File: config.mk
export PLATFORM = sky130hd
export DESIGN_NAME = dma_page_composer
export DESIGN_NICKNAME = d
export VERILOG_FILES = /design/src/rtl/dma_page_pkg.sv /design/src/rtl/dma_page_ctrl.sv /design/src/rtl/dma_page_datapath.sv /design/src/rtl/dma_page_composer.sv
export SDC_FILE = /design/constraint.sdc
export NUM_CORES = 1
export LEC_CHECK = 0
export BUFFER_PORTS_ARGS = -buffer_cell sky130_fd_sc_hd__clkbuf_2
export CAP_MARGIN = 20
export CORE_MARGIN = 4
export CORE_UTILIZATION = 55
export DETAILED_ROUTE_END_ITERATION = 10
export PLACE_DENSITY = 0.79
export REMOVE_ABC_BUFFERS = 1
export SETUP_SLACK_MARGIN = 0.05
export SYNTH_ARGS = -nofsm -noshare
export SYNTH_HDL_FRONTEND = slang
export SYNTH_SLANG_ARGS = --single-unit
File: constraint.sdc
create_clock -name clk -period 2.4 [get_ports clk]
set_input_delay 0.24 -clock clk [delete_from_list [all_inputs] [get_ports clk]]
set_output_delay 0.24 -clock clk [all_outputs]
set_load 0.01 [all_outputs]
File: src/rtl/dma_page_pkg.sv
package dma_page_pkg;
  localparam int PAGE_W = 8;
  localparam int WORD_W = 16;
  localparam int SLOT_N = 8;
  localparam int IDX_W  = $clog2(SLOT_N);
  localparam int ADDR_W = PAGE_W + WORD_W;
  // Slot 4 has no channel (cascade link), so it holds the refresh page.
  localparam logic [IDX_W-1:0] REFRESH_SLOT = 3'd4;

  typedef enum logic [1:0] {
    MODE_IDLE,
    MODE_BYTE,
    MODE_WORD,
    MODE_REFRESH
  } addrMode_e;

  typedef struct packed {
    logic [SLOT_N-1:0] wrStrobe;
    logic              rdHit;
    logic [IDX_W-1:0]  rdIdx;
    addrMode_e         mode;
    logic [IDX_W-1:0]  pageIdx;
  } pageCtl_t;

  // Returns {hit, slot} for an I/O port number.
  function automatic logic [IDX_W:0] decodePort(input logic [7:0] port);
    logic [IDX_W:0] res;
    unique case (port)
      8'h87:   res = {1'b1, 3'd0};
      8'h83:   res = {1'b1, 3'd1};
      8'h81:   res = {1'b1, 3'd2};
      8'h82:   res = {1'b1, 3'd3};
      8'h8F:   res = {1'b1, REFRESH_SLOT};
      8'h8B:   res = {1'b1, 3'd5};
      8'h89:   res = {1'b1, 3'd6};
      8'h8A:   res = {1'b1, 3'd7};
      default: res = '0;
    endcase
    return res;
  endfunction
endpackage

File: src/rtl/dma_page_ctrl.sv
module dma_page_ctrl
  import dma_page_pkg::*;
#(
  parameter int CHAN_W = IDX_W
) (
  input  logic              clk,
  input  logic              rstN,
  input  logic [7:0]        ioAddr,
  input  logic              ioWr,
  input  logic              ioRd,
  input  logic              chanValid,
  input  logic [CHAN_W-1:0] chanSel,
  input  logic              refreshCycle,
  output pageCtl_t          ctl
);
  localparam logic [CHAN_W-1:0] CASCADE_CH = CHAN_W'(REFRESH_SLOT);
  localparam logic [CHAN_W-1:0] FIRST_WORD_CH = CHAN_W'(SLOT_N / 2);

  logic [IDX_W:0] portHit;
  logic           hit;
  logic [IDX_W-1:0] slot;

  assign portHit = decodePort(ioAddr);
  assign hit     = portHit[IDX_W];
  assign slot    = portHit[IDX_W-1:0];

  always_comb begin
    ctl = '0;
    for (int i = 0; i < SLOT_N; i++) begin
      ctl.wrStrobe[i] = ioWr && hit && (slot == IDX_W'(i));
    end
    ctl.rdHit = ioRd && hit;
    ctl.rdIdx = slot;
    if (refreshCycle) begin
      ctl.mode    = MODE_REFRESH;
      ctl.pageIdx = REFRESH_SLOT;
    end else if (!chanValid || chanSel == CASCADE_CH) begin
      ctl.mode    = MODE_IDLE;
      ctl.pageIdx = '0;
    end else if (chanSel < FIRST_WORD_CH) begin
      ctl.mode    = MODE_BYTE;
      ctl.pageIdx = IDX_W'(chanSel);
    end else begin
      ctl.mode    = MODE_WORD;
      ctl.pageIdx = IDX_W'(chanSel);
    end
  end

  // at most one page byte is written per edge
  p_single_write_r2: assert property (@(posedge clk) disable iff (!rstN)
    $onehot0(ctl.wrStrobe));
  // no write strobe without the write input
  p_no_spurious_write_r3: assert property (@(posedge clk) disable iff (!rstN)
    !ioWr |-> ctl.wrStrobe == '0);
  // a refresh cycle always selects the refresh page
  p_refresh_slot_r8: assert property (@(posedge clk) disable iff (!rstN)
    refreshCycle |-> (ctl.mode == MODE_REFRESH && ctl.pageIdx == REFRESH_SLOT));
endmodule

File: src/rtl/dma_page_datapath.sv
module dma_page_datapath
  import dma_page_pkg::*;
(
  input  logic              clk,
  input  logic              rstN,
  input  pageCtl_t          ctl,
  input  logic [PAGE_W-1:0] ioWrData,
  input  logic [WORD_W-1:0] ctlWord,
  output logic [PAGE_W-1:0] ioRdData,
  output logic [ADDR_W-1:0] sysAddr,
  output logic              bhe
);
  logic [PAGE_W-1:0] pageReg [SLOT_N];
  logic [PAGE_W-1:0] selPage;

  for (genvar s = 0; s < SLOT_N; s++) begin : g_slot
    always_ff @(posedge clk or negedge rstN) begin
      if (!rstN) pageReg[s] <= '0;
      else if (ctl.wrStrobe[s]) pageReg[s] <= ioWrData;
    end

    // a strobed write lands in its slot
    p_write_lands_r2: assert property (@(posedge clk) disable iff (!rstN)
      ctl.wrStrobe[s] |=> pageReg[s] == $past(ioWrData));
    // a slot without a strobe holds its value
    p_slot_holds_r3: assert property (@(posedge clk) disable iff (!rstN)
      !ctl.wrStrobe[s] |=> $stable(pageReg[s]));
  end

  assign ioRdData = ctl.rdHit ? pageReg[ctl.rdIdx] : '0;
  assign selPage  = pageReg[ctl.pageIdx];

  always_comb begin
    sysAddr = '0;
    bhe     = 1'b0;
    unique case (ctl.mode)
      MODE_BYTE, MODE_REFRESH: begin
        sysAddr = {selPage, ctlWord};
        bhe     = ~ctlWord[0];
      end
      MODE_WORD: begin
        sysAddr = {selPage[PAGE_W-1:1], ctlWord, 1'b0};
        bhe     = 1'b0;
      end
      default: begin
        sysAddr = '0;
        bhe     = 1'b0;
      end
    endcase
  end

  // word transfers never start on an odd byte
  p_word_even_r6: assert property (@(posedge clk) disable iff (!rstN)
    ctl.mode == MODE_WORD |-> (!sysAddr[0] && !bhe));
  // idle drives a zero address
  p_idle_zero_r9: assert property (@(posedge clk) disable iff (!rstN)
    ctl.mode == MODE_IDLE |-> (sysAddr == '0 && !bhe));
  // the page field is the stored page whatever the word
  p_no_carry_r7: assert property (@(posedge clk) disable iff (!rstN)
    ctl.mode == MODE_BYTE |-> sysAddr[ADDR_W-1:WORD_W] == selPage);
endmodule

File: src/rtl/dma_page_composer.sv
module dma_page_composer
  import dma_page_pkg::*;
(
  input  logic               clk,
  input  logic               rstN,
  input  logic [7:0]         ioAddr,
  input  logic [PAGE_W-1:0]  ioWrData,
  input  logic               ioWr,
  input  logic               ioRd,
  output logic [PAGE_W-1:0]  ioRdData,
  input  logic               chanValid,
  input  logic [IDX_W-1:0]   chanSel,
  input  logic [WORD_W-1:0]  ctlWord,
  input  logic               refreshCycle,
  output logic [ADDR_W-1:0]  sysAddr,
  output logic               bhe
);
  pageCtl_t ctl;

  dma_page_ctrl #(.CHAN_W(IDX_W)) ctrl_i (
    .clk(clk), .rstN(rstN), .ioAddr(ioAddr), .ioWr(ioWr), .ioRd(ioRd),
    .chanValid(chanValid), .chanSel(chanSel), .refreshCycle(refreshCycle),
    .ctl(ctl)
  );

  dma_page_datapath dp_i (
    .clk(clk), .rstN(rstN), .ctl(ctl), .ioWrData(ioWrData),
    .ctlWord(ctlWord), .ioRdData(ioRdData), .sysAddr(sysAddr), .bhe(bhe)
  );

  // byte-form cycles drive bhe as the inverse of A0
  p_byte_bhe_r5: assert property (@(posedge clk) disable iff (!rstN)
    (refreshCycle || (chanValid && chanSel < 3'd4)) |-> bhe == ~sysAddr[0]);
  // no readback without a read strobe
  p_rd_quiet_r3: assert property (@(posedge clk) disable iff (!rstN)
    !ioRd |-> ioRdData == '0);
endmodule

==> results.cfg <==
[run_status]
outcome = completed

[clocking]
cts.sinks = 64
post-cts-setup-buffer-count = 0
numCtsBuffers = 9
cts-htree-levels = 3
cts_root_buf = clkbuf_8
cts.clk_slew.worst_paths_ns = 0.07
cts_tree = yes
insertion_delay_ns = 0.34
clk_path_buf_depth = 2

[timing]
setup_slack_ns = 0.285
setup_tns_ns = 0
skew_ns = 0
finalCritPeriodShare = 0.881
fmax_mhz = 473
layout_min_cycle_time_ns = 2.12
setup-violations-final = 0
slew_viol_final = 0
max-slew-margin-rel = 0.399
rsz0062_at_grt = no
tightest_slew_ns = 0.899
finalHoldViolCount = 0

[worst_setup_path]
arrival_ns = 1.88
cp_max_fo = 10
crit_family = compound AO/OA/AOI/OAI gates
critPathKind = input pin to primary output
critPathRequiredTime_ns = 2.16
cp_slowest_stage_delay_ns = 0.41
crit_top_cell = clkbuf_2
endpoint_kind = primary output
cp-start-kind = input pin
cp_slowest_cell = nor4b_1
crit_buf_inv = 3
crit_chain = clkbuf_2, nor4b_1, o2111ai_1, nor2_1, buf_4, o221ai_1, o22ai_1, clkbuf_2

[logic_synthesis]
syn_area_per_cell_um2 = 11.9
synth_cell_types = 41
yosys_warnings = 0
synthTopCellsByCount = 71 x mux2_2, 64 x dfrtp_1, 22 x a22o_1, 22 x nor2_1, 15 x mux4_2
synth_cells = 327
synthArstFlopShare = 1.00
synth.ff_latch_count = 64
synth_top_area_cell = dfrtp_1
synth.area.top_cells = dfrtp_1 41%, mux2_2 21%, mux4_2 8.7%, a22o_1 5.0%, nor2_1 2.1%
seq_area_frac_synth = 0.412
synth_edf_count = 0
yosysMostFrequentCell = mux2_2
synth-main-ff-cell = dfrtp_1
synth_top_area_frac = 0.412
netlist_area_um2 = 3880

[route]
via_per_inst = 6.38
wl_per_cell_um = 20.6
drtAntennaViolNets = 0
drt_pass1_iterations = 6
routed-via-count = 3324
drtIter0Drc = 294
remaining_drc_errors = 0
routed_wl_um = 10700

[cells_and_area]
reg_top3 = dp_i.pageReg x64
drive_gt1_frac = 0.499
final_nets = 461
antenna_cells = 0
largest-register = dp_i.pageReg
largest_register_ffs = 64
area_delta_synth_final_pct = 21.7

[power_and_ir_drop]
seq_power_share = 0.463
p_int_mw = 1.85
power_frac_comb = 0.155
peakVddDrop_mv = 0.507
power.leakage_nw = 2.25
power.density_nw_per_um2 = 538
pwr-share-clk = 0.381
switchingPower_uw = 690
switching_share = 0.271

[floorplan]
core_region_area_um2 = 6830
io_pins = 74
dieArea_um2 = 8470
start_util = 0.568
row_count = 30
dieWidth_um = 92.0
die_y_um = 92.0

[job]
max_cap_violations = 0

[placement]
gp_congestion = 0.889
dp_worst_setup_slack_ns = 0.172
hpwl_um = 7560
port_buffers = 73

[worst_hold_path]
hp-class = input pin to register

[global_routing]
grt_max_degree = 65
grt_pass1_wl_um = 17300
grt_overflow = 0
grt_pass1_vias = 3360
antenna_found_initial = 0
grt_util_all_layers = 0.264
repair_timing:
action                     4_1_cts  5_1_grt
setup endpoints to repair        0        0
gates resized for setup          0        0
hold buffers                     1        0
hold endpoints to repair        64        0
placed cells by master, fill, tap and decap left out, drive strengths merged, types with 6 or more instances in the layout:
| cell type | count |
|---|---|
| clkbuf | 84 |
| o2111ai | 7 |
| nand2 | 11 |
| or3 | 6 |
| dfrtp | 64 |
| a22o | 22 |
| inv | 8 |
| a21oi | 11 |
| o221ai | 8 |
| mux4 | 15 |
| o21ai | 6 |
| nor2 | 27 |
| nor3 | 10 |
| buf | 26 |
| mux2 | 71 |
metrics by stage:
step,hold WS (ns),instances,total power [mW],utilization,cell area (µm²)
after floorplan,-0.0556,309,1.39,-,3800
after global placement,0.279,504,1.57,0.660,4510
after detailed placement,0.285,504,1.59,0.660,4510
after CTS,0.212,521,2.55,0.692,4730
after global routing,0.251,521,2.63,0.692,4730
final,0.237,521,2.54,0.692,4730
cells by family after synthesis:
group	count (synthesis)	share of synthesized area
buf+inv	27	0.0309
compound gates	76	0.149
mux	90	0.303
simple gates	70	0.104
flops	64	0.412
power by group through the flow:
| stage | registers [mW] | logic [mW] | clock network, mW |
|---|---|---|---|
| after floorplan | 1.18 | 0.208 | 0 |
| after global placement | 1.19 | 0.379 | 0 |
| after detailed placement | 1.20 | 0.389 | 0 |
| after CTS | 1.18 | 0.393 | 0.979 |
| after global routing | 1.18 | 0.428 | 1.02 |
| final | 1.18 | 0.395 | 0.969 |
tightest hold or removal path, cell delays in order:
cell	delay (ns)
clkbuf_2	0.18
nand2_1	0.06
o21ai_0	0.06
layer usage:
layer,wire length (µm),global-route usage,part of all wire
met1,4220,0.333,0.39
met2,5100,0.421,0.47
met3,1020,0.0623,0.095
met4,396,0.142,0.037
met5,0,0,0
worst paths after layout:
check                                  from               end  slack [ns]  cells past startpoint
setup / recovery                  ioAddr[5]       ioRdData[2]        0.28                      8
hold / removal                  ioWrData[4]  dp_i.pageReg[60]        0.24                      3
setup reg to reg           dp_i.pageReg[24]  dp_i.pageReg[24]        1.57                      1
hold reg to reg            dp_i.pageReg[16]  dp_i.pageReg[16]        0.52                      1
max in group asynchronous              rstN  dp_i.pageReg[32]        1.68                      3
min in group asynchronous              rstN  dp_i.pageReg[60]        0.45                      3
final cells by class:
cell class / instances / area, µm²
Multi-Input combinational cell: 236 / 2170
Fill cell: 529 / 2110
Sequential cell: 64 / 1600
Timing Repair Buffer: 100 / 596
Clock buffer: 11 / 151
Tap cell: 96 / 120
Clock inverter: 5 / 55.1
Inverter: 9 / 33.8
Power figures use the tool's default switching activity.
